**config.mk**
```make
export PLATFORM = sky130hd
export DESIGN_NAME = exti_conditioner
export DESIGN_NICKNAME = d
export VERILOG_FILES = /design/src/rtl/exti_pkg.sv /design/src/rtl/exti_sync.sv /design/src/rtl/exti_edge_cell.sv /design/src/rtl/exti_cfg_reg.sv /design/src/rtl/exti_conditioner.sv
export SDC_FILE = /design/constraint.sdc
export NUM_CORES = 1
export LEC_CHECK = 0
export BUFFER_PORTS_ARGS = -buffer_cell sky130_fd_sc_hd__buf_2
export CAP_MARGIN = 15
export CORE_ASPECT_RATIO = 0.8
export CORE_MARGIN = 4
export CORE_UTILIZATION = 45
export DETAILED_ROUTE_END_ITERATION = 10
export PLACE_DENSITY = 0.8
export SETUP_SLACK_MARGIN = 0.02
export SYNTH_ARGS = -nofsm -noshare
export SYNTH_HDL_FRONTEND = slang
export SYNTH_SLANG_ARGS = --single-unit
```
**constraint.sdc**
```tcl
create_clock -name clk -period 1.83 [get_ports clk]
set_input_delay 0.2745 -clock clk [delete_from_list [all_inputs] [get_ports clk]]
set_output_delay 0.2745 -clock clk [all_outputs]
set_load 0.02 [all_outputs]
```
**src/rtl/exti_pkg.sv**
```systemverilog
package exti_pkg;

  parameter int unsigned EXT_PINS  = 4;
  parameter int unsigned CFG_W     = 32;

  // control word field anchors (pin 0 position, fields move down with pin index)
  localparam int unsigned SENSE_LO0 = 22;
  localparam int unsigned EN_BIT0   = 11;
  localparam int unsigned CLR_BIT0  = 27;
  localparam int unsigned MEE_BIT   = 12;
  localparam int unsigned ROUTE_BIT = 0;

  typedef enum logic [1:0] {
    SENSE_HIGH = 2'd0,
    SENSE_RISE = 2'd1,
    SENSE_FALL = 2'd2,
    SENSE_LOW  = 2'd3
  } sense_e;

  function automatic logic sense_is_edge(input logic [1:0] code);
    return (code == SENSE_RISE) || (code == SENSE_FALL);
  endfunction

endpackage

```
**src/rtl/exti_sync.sv**
```systemverilog
module exti_sync #(
  parameter int unsigned NPINS  = 4,
  parameter int unsigned STAGES = 2
) (
  input  logic             clk,
  input  logic             rst_n,
  input  logic [NPINS-1:0] pin_i,
  output logic [NPINS-1:0] sync_o
);

  logic [STAGES-1:0][NPINS-1:0] stage_q;
  logic [STAGES-1:0][NPINS-1:0] stage_d;

  always_comb begin
    stage_d[0] = pin_i;
    for (int s = 1; s < STAGES; s++) begin
      stage_d[s] = stage_q[s-1];
    end
  end

  always_ff @(posedge clk or negedge rst_n) begin
    if (!rst_n) begin
      stage_q <= '0;
    end else begin
      stage_q <= stage_d;
    end
  end

  assign sync_o = stage_q[STAGES-1];

  // cycles since reset, saturating, so the delay check never looks before reset
  logic [1:0] warm_q;
  logic [1:0] warm_d;

  always_comb begin
    warm_d = warm_q;
    if (warm_q != 2'd3) warm_d = warm_q + 2'd1;
  end

  always_ff @(posedge clk or negedge rst_n) begin
    if (!rst_n) warm_q <= '0;
    else        warm_q <= warm_d;
  end

  generate
    if (STAGES == 2) begin : g_chk2
      // synchronized value equals the pin two edges earlier
      assert_sync_delay_R3: assert property (@(posedge clk) disable iff (!rst_n)
        (warm_q >= 2'd2) |-> (sync_o == $past(pin_i, 2)));
    end
  endgenerate

endmodule

```
**src/rtl/exti_edge_cell.sv**
```systemverilog
module exti_edge_cell
  import exti_pkg::*;
(
  input  logic       clk,
  input  logic       rst_n,
  input  logic       sync_i,
  input  logic [1:0] sense_i,
  input  logic       clr_i,
  output logic       req_o
);

  logic prev_q;
  logic pend_q;
  logic pend_d;
  logic rise_det;
  logic fall_det;
  logic edge_hit;

  assign rise_det = sync_i & ~prev_q;
  assign fall_det = ~sync_i & prev_q;

  always_comb begin
    edge_hit = 1'b0;
    case (sense_i)
      SENSE_RISE: edge_hit = rise_det;
      SENSE_FALL: edge_hit = fall_det;
      default:    edge_hit = 1'b0;
    endcase
  end

  // set beats clear
  always_comb begin
    pend_d = pend_q;
    if (edge_hit)   pend_d = 1'b1;
    else if (clr_i) pend_d = 1'b0;
  end

  always_ff @(posedge clk or negedge rst_n) begin
    if (!rst_n) begin
      prev_q <= 1'b0;
      pend_q <= 1'b0;
    end else begin
      prev_q <= sync_i;
      pend_q <= pend_d;
    end
  end

  always_comb begin
    case (sense_i)
      SENSE_HIGH: req_o = sync_i;
      SENSE_LOW:  req_o = ~sync_i;
      default:    req_o = pend_q;
    endcase
  end

  assert_edge_sets_R4: assert property (@(posedge clk) disable iff (!rst_n)
    (sense_is_edge(sense_i) && ((sense_i == SENSE_RISE) ? rise_det : fall_det))
      |=> pend_q);

  assert_clear_empties_R5: assert property (@(posedge clk) disable iff (!rst_n)
    (clr_i && !edge_hit) |=> !pend_q);

  assert_edge_beats_clear_R6: assert property (@(posedge clk) disable iff (!rst_n)
    (clr_i && edge_hit) |=> pend_q);

endmodule

```
**src/rtl/exti_cfg_reg.sv**
```systemverilog
module exti_cfg_reg
  import exti_pkg::*;
#(
  parameter int unsigned NPINS = 4
) (
  input  logic                  clk,
  input  logic                  rst_n,
  input  logic                  we_i,
  input  logic [CFG_W-1:0]      wdata_i,
  output logic [CFG_W-1:0]      rdata_o,
  output logic [NPINS-1:0][1:0] sense_o,
  output logic [NPINS-1:0]      en_o,
  output logic                  mee_o,
  output logic                  route_o,
  output logic [NPINS-1:0]      clr_o
);

  logic [NPINS-1:0][1:0] sense_q, sense_d;
  logic [NPINS-1:0]      en_q, en_d;
  logic                  mee_q, mee_d;
  logic                  route_q, route_d;
  logic [NPINS-1:0][1:0] sense_w;
  logic [NPINS-1:0]      en_w;

  genvar n;
  generate
    for (n = 0; n < NPINS; n++) begin : g_field
      localparam int unsigned SLO = SENSE_LO0 - 2*n;
      localparam int unsigned EB  = EN_BIT0 - n;
      localparam int unsigned CB  = CLR_BIT0 - n;
      assign sense_w[n] = wdata_i[SLO +: 2];
      assign en_w[n]    = wdata_i[EB];
      assign clr_o[n]   = we_i & wdata_i[CB];

      always_comb begin
        rdata_field[n] = '0;
        rdata_field[n][SLO +: 2] = sense_q[n];
        rdata_field[n][EB]       = en_q[n];
      end

      assert_wr_sense_R2: assert property (@(posedge clk) disable iff (!rst_n)
        we_i |=> (sense_q[n] == $past(wdata_i[SLO +: 2])));
      assert_wr_enable_R2: assert property (@(posedge clk) disable iff (!rst_n)
        we_i |=> (en_q[n] == $past(wdata_i[EB])));
    end
  endgenerate

  logic [NPINS-1:0][CFG_W-1:0] rdata_field;

  always_comb begin
    sense_d = sense_q;
    en_d    = en_q;
    mee_d   = mee_q;
    route_d = route_q;
    if (we_i) begin
      sense_d = sense_w;
      en_d    = en_w;
      mee_d   = wdata_i[MEE_BIT];
      route_d = wdata_i[ROUTE_BIT];
    end
  end

  always_ff @(posedge clk or negedge rst_n) begin
    if (!rst_n) begin
      sense_q <= '0;
      en_q    <= '0;
      mee_q   <= 1'b0;
      route_q <= 1'b0;
    end else begin
      sense_q <= sense_d;
      en_q    <= en_d;
      mee_q   <= mee_d;
      route_q <= route_d;
    end
  end

  always_comb begin
    rdata_o = '0;
    for (int i = 0; i < NPINS; i++) begin
      rdata_o = rdata_o | rdata_field[i];
    end
    rdata_o[MEE_BIT]   = mee_q;
    rdata_o[ROUTE_BIT] = route_q;
  end

  assign sense_o = sense_q;
  assign en_o    = en_q;
  assign mee_o   = mee_q;
  assign route_o = route_q;

endmodule

```
**src/rtl/exti_conditioner.sv**
```systemverilog
module exti_conditioner
  import exti_pkg::*;
#(
  parameter int unsigned NPINS       = EXT_PINS,
  parameter int unsigned SYNC_STAGES = 2
) (
  input  logic             clk,
  input  logic             rst_n,
  input  logic [NPINS-1:0] pin_i,
  input  logic             cfg_we,
  input  logic [CFG_W-1:0] cfg_wdata,
  output logic [CFG_W-1:0] cfg_rdata,
  output logic             crit_req,
  output logic             crit_alt_req,
  output logic [NPINS-2:0] main_req
);

  logic [NPINS-1:0]      sync_pin;
  logic [NPINS-1:0][1:0] sense;
  logic [NPINS-1:0]      pin_en;
  logic [NPINS-1:0]      clr;
  logic [NPINS-1:0]      raw_req;
  logic [NPINS-1:0]      gated_req;
  logic                  mee;
  logic                  route;

  exti_cfg_reg #(.NPINS(NPINS)) u_cfg (
    .clk     (clk),
    .rst_n   (rst_n),
    .we_i    (cfg_we),
    .wdata_i (cfg_wdata),
    .rdata_o (cfg_rdata),
    .sense_o (sense),
    .en_o    (pin_en),
    .mee_o   (mee),
    .route_o (route),
    .clr_o   (clr)
  );

  exti_sync #(.NPINS(NPINS), .STAGES(SYNC_STAGES)) u_sync (
    .clk    (clk),
    .rst_n  (rst_n),
    .pin_i  (pin_i),
    .sync_o (sync_pin)
  );

  genvar n;
  generate
    for (n = 0; n < NPINS; n++) begin : g_cell
      exti_edge_cell u_cell (
        .clk     (clk),
        .rst_n   (rst_n),
        .sync_i  (sync_pin[n]),
        .sense_i (sense[n]),
        .clr_i   (clr[n]),
        .req_o   (raw_req[n])
      );
    end
  endgenerate

  assign gated_req    = raw_req & pin_en & {NPINS{mee}};
  assign crit_req     = gated_req[0] & route;
  assign crit_alt_req = gated_req[0] & ~route;
  assign main_req     = gated_req[NPINS-1:1];

  assert_crit_one_route_R8: assert property (@(posedge clk) disable iff (!rst_n)
    $onehot0({crit_req, crit_alt_req}));

endmodule

```
=== After elaboration in Yosys (flattened, before gate mapping) ===
Index checks and enable logic that the tools add are counted.

* Flip-flop bits (word level): 30
* Input port bits: 39
* Word-level logic and storage cells: 81

* Reductions and logical operators: 8
* Multiplexer cells: 16
* Eq/ne operators: 12
* Bitwise gates (word level): 28

{| class="wikitable"
|+ Operator list
! kind !! number
|-
| $or A32 B18 Y32 || 1
|-
| $or A32 B20 Y32 || 1
|-
| $or A24 B22 Y24 || 1
|-
| $eq A2 B2 Y1 const B || 8
|-
| $pmux W1 S2 || 8
|-
| $and A1 B1 Y1 || 14
|-
| $not A1 Y1 || 9
|-
| $and A4 B4 Y4 || 2
|-
| $eq A2 B1 Y1 const B || 4
|-
| $logic_not A2 Y1 || 4
|-
| $mux W1 || 8
|-
| $reduce_bool A2 Y1 || 4
|}

=== Depth between registers and ports, before layout ===
Gate-level depths: netlist (run 1).

* Depth after elaboration: 5
* Gate-level depth with buffers: 4
* Gate-level depth less buffers: 4

=== Modules after synthesis ===
From an unflattened synthesis (run 1), not the netlist that was laid out.

* Cell total of the unflattened synthesis: 140
* Area total of the unflattened synthesis: 1,697.9 µm²

{| class="wikitable"
|+ Modules (own cells, without submodules)
! module !! times used !! cells each !! area each (µm²)
|-
| exti_cfg_reg || 1 || 67 || 835.8
|-
| exti_edge_cell || 4 || 15 || 155.1
|-
| exti_sync || 1 || 8 || 200.2
|-
| exti_conditioner || 1 || 5 || 41.3
|}

=== Worst setup path after synthesis (run 1) ===
Ideal clock, no wire load.

* Kind: reg-to-output
* Start point: register u_cfg.sense_q (netlist bit u_cfg.sense_o[0])
* End point: output crit_alt_req
* Buffers on the path: 0
* Arrival time: 1,663 ps
* Slack: -108 ps
* Stages on the path, launching flop included: 5
* Cells stage by stage: dfrtp_1 > inv_1 > ha_1 > nor2b_1 > a2111oi_2

* Cells in the longest elaborated chain, start to end: 5
* Elaborated cells on any way between the ends: 6
* Those cells by class: 1 x eq/ne; 1 x mux; 3 x bitwise; 1 x reduce/logical

{| class="wikitable"
|+ RTL lines
! what !! RTL line !! text
|-
| from (decl) || exti_cfg_reg.sv:18 || <nowiki>logic [NPINS-1:0][1:0] sense_q, sense_d;</nowiki>
|-
| from (signal assigned) || exti_cfg_reg.sv:70 || <nowiki>sense_q <= sense_d;</nowiki>
|-
| $eq A2 B2 Y1 / $logic_not A2 Y1 (equally long branches) || exti_edge_cell.sv:49 || <nowiki>case (sense_i)</nowiki>
|-
| $pmux W1 S2 (*) || exti_edge_cell.sv:49 ||
|-
| $and A4 B4 Y4 (*) (2 in a row) || exti_conditioner.sv:61 || <nowiki>assign gated_req = raw_req & pin_en & {NPINS{mee}};</nowiki>
|-
| $and A1 B1 Y1 (*) || exti_conditioner.sv:63 || <nowiki>assign crit_alt_req = gated_req[0] & ~route;</nowiki>
|-
| to (decl) || exti_conditioner.sv:14 || <nowiki>output logic crit_alt_req,</nowiki>
|}

Mark *: on every way between the ends. The rest lies on a longest branch, timed or not.

=== Worst setup path after layout (run 1) ===
* Start point: register u_cfg.sense_q (netlist bit u_cfg.sense_o[3])
* End point: output main_req[0]

* Cells in the longest elaborated chain, start to end: 4
* Elaborated cells on any way between the ends: 5
* Those cells by class: 1 x eq/ne; 1 x mux; 2 x bitwise; 1 x reduce/logical

{| class="wikitable"
|+ RTL lines
! what !! RTL line !! text
|-
| $eq A2 B2 Y1 / $logic_not A2 Y1 (equally long branches) || exti_edge_cell.sv:49 ||
|-
| $pmux W1 S2 (*) || exti_edge_cell.sv:49 ||
|-
| $and A4 B4 Y4 (*) (2 in a row) || exti_conditioner.sv:61 ||
|-
| to (decl) || exti_conditioner.sv:15 || <nowiki>output logic [NPINS-2:0] main_req</nowiki>
|}

Marks and branches as above.

==> impl_metrics.csv, run 1 <==
group,metric,value,unit
route,via_per_inst,4.69,
pwr,power,1.78,mW
synth,synth_top_cell_area_share,0.482,
place,place_ws,45.7,ps
place,dp_hpwl,2380,um
cts,path_clk_slew,60,ps
timing,fin_tns_setup,-21.2,ps
synth,synth_top_family_by_area,"buffers and inverters",
synth,synthMuxAreaShare,0.0643,
floorplan,initial_core_util,0.487,
route,detail_route.wl_per_cell,15.1,um
global_route,grt_max_degree,31,
global_route,grt_antenna_before_repair,0,
timing,hold_ws,24.7,ps
pwr,seqPwrFrac,0.437,
finish,final_common_cell,"buf_2",
global_route,grt_first_pass_wirelength,5750,um
finish,nNetsFinal,259,
finish,fin_area,0.00219,sq mm
route,ant_nets,0,
synth,synth-xor-area-share,0,
timing,max_freq,542,MHz
hold_path,holdCritPathClass,"in2async",
pwr,p_int,1.24,mW
route,num_vias,1145,
synth,synthCells,133,
finish,syn_to_final_growth,40.5,%
setup_path,path_max_fanout,4,
setup_path,startpoint_type,"register",
synth,ys_ff_latch,30,
cts,tritoncts,"yes",
outcome,status,"finished, violations left",
timing,fin_crit_sh,1.01,
pwr,p_sw_frac,0.304,
cts,clk_path_buf_depth,2,
finish,finalCoreUtilization,0.684,
place,dp_cells,211,
route,first_pass_iters,4,
pwr,power.switching,541,uW
finish,finalNonFillerCells,244,
timing,final-hold-violation-count,0,
cts,cts_buffers,5,
outcome,violations,"negative setup slack",
synth,synth.distinct_cells,19,
pwr,ir_worst_vdd,527,uV
global_route,grt-ovfl-total,0,
synth,syn_area,0.00156,sq mm
pwr,clock_power_share,0.271,
global_route,grt_use_total,0.176,
pwr,p_leak,1.08,nW
route,drtIter0Drc,46,
timing,slew_viol_final,0,
synth,synth.top_cells.by_area,"dfrtp_1 (48%), ha_1 (13%), buf_4 (9.6%)",
finish,final_cell_mix,"buf_2 (38), dfrtp_1 (29), buf_4 (24)",
setup_path,cp.required,1560,ps
synth,syn_area_per_cell,11.7,sq um
route,drc_errors,0,
floorplan,rows,18,
floorplan,dieHeight,60.6,um
place,gp_congestion,0.721,
route,wl,3690,um
timing,grt_setup_unrepaired,"true",
finish,antenna_cells,0,
setup_path,worstPathArrival,1570,ps
place,io_buffers,43,
floorplan,die_area,0.00447,sq mm
setup_path,cp-end-kind,"primary output",
place,placed_cell_area,0.00173,sq mm
finish,drive_above_1_share,0.544,
synth,synth_compound_area_frac,0.101,
synth,synth-simple-area-share,0.0916,
synth,synth_top_cell_by_area,"dfrtp_1",
synth,synth-seq-area-share,0.482,
timing,fin_ws,-15.3,ps
timing,post-route-min-period,1850,ps
pwr,comb_power_share,0.291,
timing,slew_headroom,0.569,
cts,cts_root_buf,"clkbuf_8",
setup_path,path_class,"reg2out",
cts,cts.sinks,30,
cts,ctsHtreeMaxLevel,2,
timing,worst_slew_pin_slew,646,ps
floorplan,io_pins,76,
cts,worstSkewPairLatency,270,ps
timing,fin_skew,3.55,ps
timing,finalSetupViolCount,2,
synth,synthAdderAreaFrac,0.129,
floorplan,die_w,73.8,um
synth,yosys_warnings,0,
pwr,powerDensity,812,mW/mm^2
cts,cts_hold_buf,0,
flow_run,drv_cap,0,
floorplan,core_area,0.00320,sq mm
global_route,grt_pass1_vias,1234,
-- registers in the layout (all words and copies together), names as in the netlist --
register	cells
u_cfg.route_o	1
u_sync.sync_o	4
u_sync.stage_d	4
g_cell.u_cell.pend_q	4
u_cfg.mee_o	1
g_cell.u_cell.prev_q	4
u_cfg.sense_o	8
u_cfg.en_o	4
-- metal layers --
layer  vias up  wire [um]  track usage
met3         7        258       0.0464
met1       536       1350        0.182
met5         -          0            0
met4         0         48       0.0594
met2        43       2030        0.345
li1        559          -            -
-- synthesized netlist by cell type, drive strengths merged --
| master | number |
|---|---|
| mux2 | 8 |
| nand2 | 11 |
| inv | 10 |
| buf | 23 |
| o2111a | 3 |
| ha | 16 |
| a21bo | 4 |
| nand4b | 7 |
| o21ai | 9 |
| dfrtp | 30 |
| nand3 | 3 |
| o311ai | 1 |
| mux2i | 1 |
| nor2b | 1 |
| conb | 1 |
| a2111oi | 2 |
| nand2b | 3 |
-- path summary, 6_finish.rpt --
| check | to | depth (start not counted) | start | slack, ps |
|---|---|---|---|---|
| worst max register to register | g_cell[1].u_cell.pend_q | 11 | u_cfg.sense_o[2] | 90 |
| worst max-delay path | main_req[0] | 5 | u_cfg.sense_o[3] | -20 |
| max in group asynchronous | u_cfg.sense_o[3] | 1 | rst_n | 1350 |
| min in group clk | u_sync.stage_d[5] | 1 | pin_i[1] | 100 |
| worst min-delay path | u_cfg.sense_o[5] | 1 | rst_n | 20 |
| worst min register to register | u_sync.sync_o[2] | 0 | u_sync.stage_d[6] | 340 |
-- cells by family (layout without fill, tap and decap cells) --
group / after synthesis / after routing
multiplexers: 9 / 9
adder cells (fa/ha/maj): 16 / 16
buffers and inverters: 33 / 87
other: 1 / 18
AO/OA/AOI/OAI: 19 / 19
flip-flops: 30 / 30
AND/OR/NAND/NOR: 25 / 25
-- critical path, cell delays in order (launching register included) --
cell	delay, ps
dfrtp_2	430
inv_2	70
ha_4	160
mux2_4	250
o2111a_1	250
buf_6	140
-- what timing repair did --
item,CTS,global route
endpoints found under the setup margin,5,7
resized for setup,40,8
pin swaps,7,5
setup buffers,25,2
-- power by group through the flow --
stage	Clock, mW	Sequential [mW]	Combinational [mW]
6_report	0.482	0.777	0.518
5_1_grt	0.523	0.786	0.563
4_1_cts	0.497	0.774	0.496
3_5_place_dp	0	0.781	0.344
3_3_place_gp	0	0.774	0.327
2_1_floorplan	0	0.800	0.234
-- final cells by class --
type | instances | area, sq um
fillers | 249 | 1010
multi-input cells | 87 | 810
flip-flops and latches | 30 | 752
repair buffers | 70 | 460
clock buffers | 7 | 76.3
well taps | 40 | 50.0
inverters | 10 | 40.0
Note: power is estimated with default switching activity, not from simulation.
==> run 2, diff against run 1 <==
--- a/config.mk
+++ b/config.mk
@@ -10,6 +10,7 @@
 export CORE_ASPECT_RATIO = 0.8
 export CORE_MARGIN = 4
 export CORE_UTILIZATION = 45
+export CTS_BUF_LIST = sky130_fd_sc_hd__clkbuf_16
 export DETAILED_ROUTE_END_ITERATION = 10
 export PLACE_DENSITY = 0.8
 export SETUP_SLACK_MARGIN = 0.02
==> run 2 against run 1 <==
Effect of this change: the flow still finishes with violations (negative setup slack); wire length up 2.3%; design area grew 2.7%; via count up 2.4%; sequential share of layout area decreased by 0.90 points; core utilization rose by 1.8 points; die area unchanged; non-clock buffer count did not move; clock power rose by 54%; critical path type unchanged.
==> impl_metrics.csv, run 2 (synthesis gave the netlist of run 1 again) <==
group,metric,value,unit
outcome,status,"finished, violations left",
outcome,violations,"negative setup slack",
finish,largest_reg_flops,8,
timing,grt_setup_unrepaired,"true",
setup_path,endpoint,"crit_alt_req",
setup_path,r2r_start,"u_cfg.sense_o[2]",
finish,antenna_cells,0,
global_route,grt_antenna_before_repair,0,
cts,ctsHtreeMaxLevel,2,
route,detail_route.wl_per_cell,15.5,um
global_route,grt_max_degree,31,
setup_path,cp.required,1560,ps
finish,syn_to_final_growth,44.3,%
cts,cts.sinks,30,
finish,fin_area,0.00225,sq mm
timing,finalSetupViolCount,1,
timing,post-route-min-period,1830,ps
finish,final_common_cell,"buf_2",
setup_path,critPathLaunch,"u_cfg.sense_o[1]",
floorplan,core_area,0.00320,sq mm
timing,slew_viol_final,0,
place,dp_cells,211,
setup_path,rr_endpoint,"g_cell[1].u_cell.pend_q",
setup_path,path_max_fanout,3,
setup_path,path_class,"reg2out",
finish,final_cell_mix,"buf_2 (38), dfrtp_1 (29), buf_4 (26)",
cts,tritoncts,"yes",
place,placed_cell_area,0.00173,sq mm
place,place_ws,45.7,ps
global_route,grt_use_total,0.187,
flow_run,drv_cap,0,
timing,final-hold-violation-count,0,
timing,fin_ws,-4.00,ps
pwr,ir_worst_vdd,627,uV
hold_path,holdCritPathClass,"in2async",
setup_path,startpoint_type,"register",
setup_path,cp-end-kind,"primary output",
place,gp_congestion,0.721,
timing,fin_skew,2.02,ps
cts,worstSkewPairLatency,270,ps
timing,fin_crit_sh,1.00,
route,ant_nets,0,
cts,clk_path_buf_depth,2,
timing,max_freq,545,MHz
route,drc_errors,0,
global_route,grt_first_pass_wirelength,6000,um
finish,drive_above_1_share,0.544,
global_route,grt-ovfl-total,0,
floorplan,die_w,73.8,um
route,wl,3780,um
cts,cts_buffers,5,
floorplan,die_area,0.00447,sq mm
pwr,power,2.04,mW
route,num_vias,1172,
floorplan,dieHeight,60.6,um
setup_path,r2r_cells,11,
pwr,p_leak,1.12,nW
setup_path,r2r_setup_slack,80,ps
pwr,powerDensity,906,mW/mm^2
place,io_buffers,43,
floorplan,io_pins,76,
setup_path,worstPathArrival,1560,ps
timing,fin_tns_setup,-4.00,ps
finish,nNetsFinal,259,
floorplan,rows,18,
route,via_per_inst,4.80,
finish,finalNonFillerCells,244,
timing,worst_slew_pin_slew,663,ps
place,dp_hpwl,2380,um
cts,cts_root_buf,"clkbuf_16",
route,drtIter0Drc,19,
floorplan,initial_core_util,0.487,
route,first_pass_iters,4,
cts,path_clk_slew,50,ps
global_route,grt_pass1_vias,1259,
timing,slew_headroom,0.558,
==> run 2: changes by cell type in the layout (fill, tap and decap cells not counted), moves of 2 or more <==
cell and delta:
buf_4 +2, buf_6 -2, clkbuf_1 -2, clkbuf_16 +5, clkbuf_8 -5, inv_1 +2
==> run 2: through the flow <==
step,hold WS (ps),util
3_5_place_dp,335,0.541
4_1_cts,54.5,0.691
6_report,35.4,0.703
2_1_floorplan,-21.1,-
5_1_grt,90.6,0.703
3_3_place_gp,332,0.541
==> run 2: area by class of cell <==
type                            instances  area, sq um
Tap cell                               40         50.0
Sequential cell                        30          752
Timing Repair Buffer                   70          453
Multi-Input combinational cell         87          820
Clock buffer                            5          125
Fill cell                             234          951
Clock inverter                          2         7.51
Inverter                               10         40.0
==> run 2: worst max-delay path: stages, from the launching register on <==
cell and delay [ps]:
dfrtp_1 380, buf_4 150, ha_4 130, mux2i_4 80
a2111oi_4 350, buf_4 190
==> run 2: worst min path at each step <==
stage | cells past startpoint | to | startpoint
after floorplan | 0 | g_cell[0].u_cell.pend_q | rst_n
after global placement | 1 | u_sync.stage_d[4] | rst_n
after detailed placement | 0 | u_sync.sync_o[2] | u_sync.stage_d[6]
after CTS | 1 | u_sync.sync_o[2] | rst_n
after global routing | 1 | u_cfg.en_o[2] | rst_n
final | 1 | u_cfg.en_o[2] | rst_n
==> run 2: per-layer routing <==
metal,vias up,GRT usage,wire [um]
li1,558,-,-
met1,567,0.189,1360
met2,41,0.362,2140
met3,6,0.0513,229
met4,0,0.0801,53
met5,-,0,0
==> run 2: repair_timing <==
| item | CTS | global route |
|---|---|---|
| buffers inserted | 26 | 1 |
| pin swaps | 7 | 5 |
| resized for setup | 39 | 8 |
| endpoints found under the hold margin | 0 | 0 |
| hold buffers | 0 | 0 |
| setup endpoints to repair | 5 | 7 |
==> run 2: where the power goes <==
group          switching, mW  leakage, nW  total, mW  internal, mW
sequential            0.0540        0.358      0.779         0.725
clock                  0.257       0.0723      0.740         0.483
combinational          0.267        0.687      0.517         0.250
total                  0.578         1.12       2.04          1.46
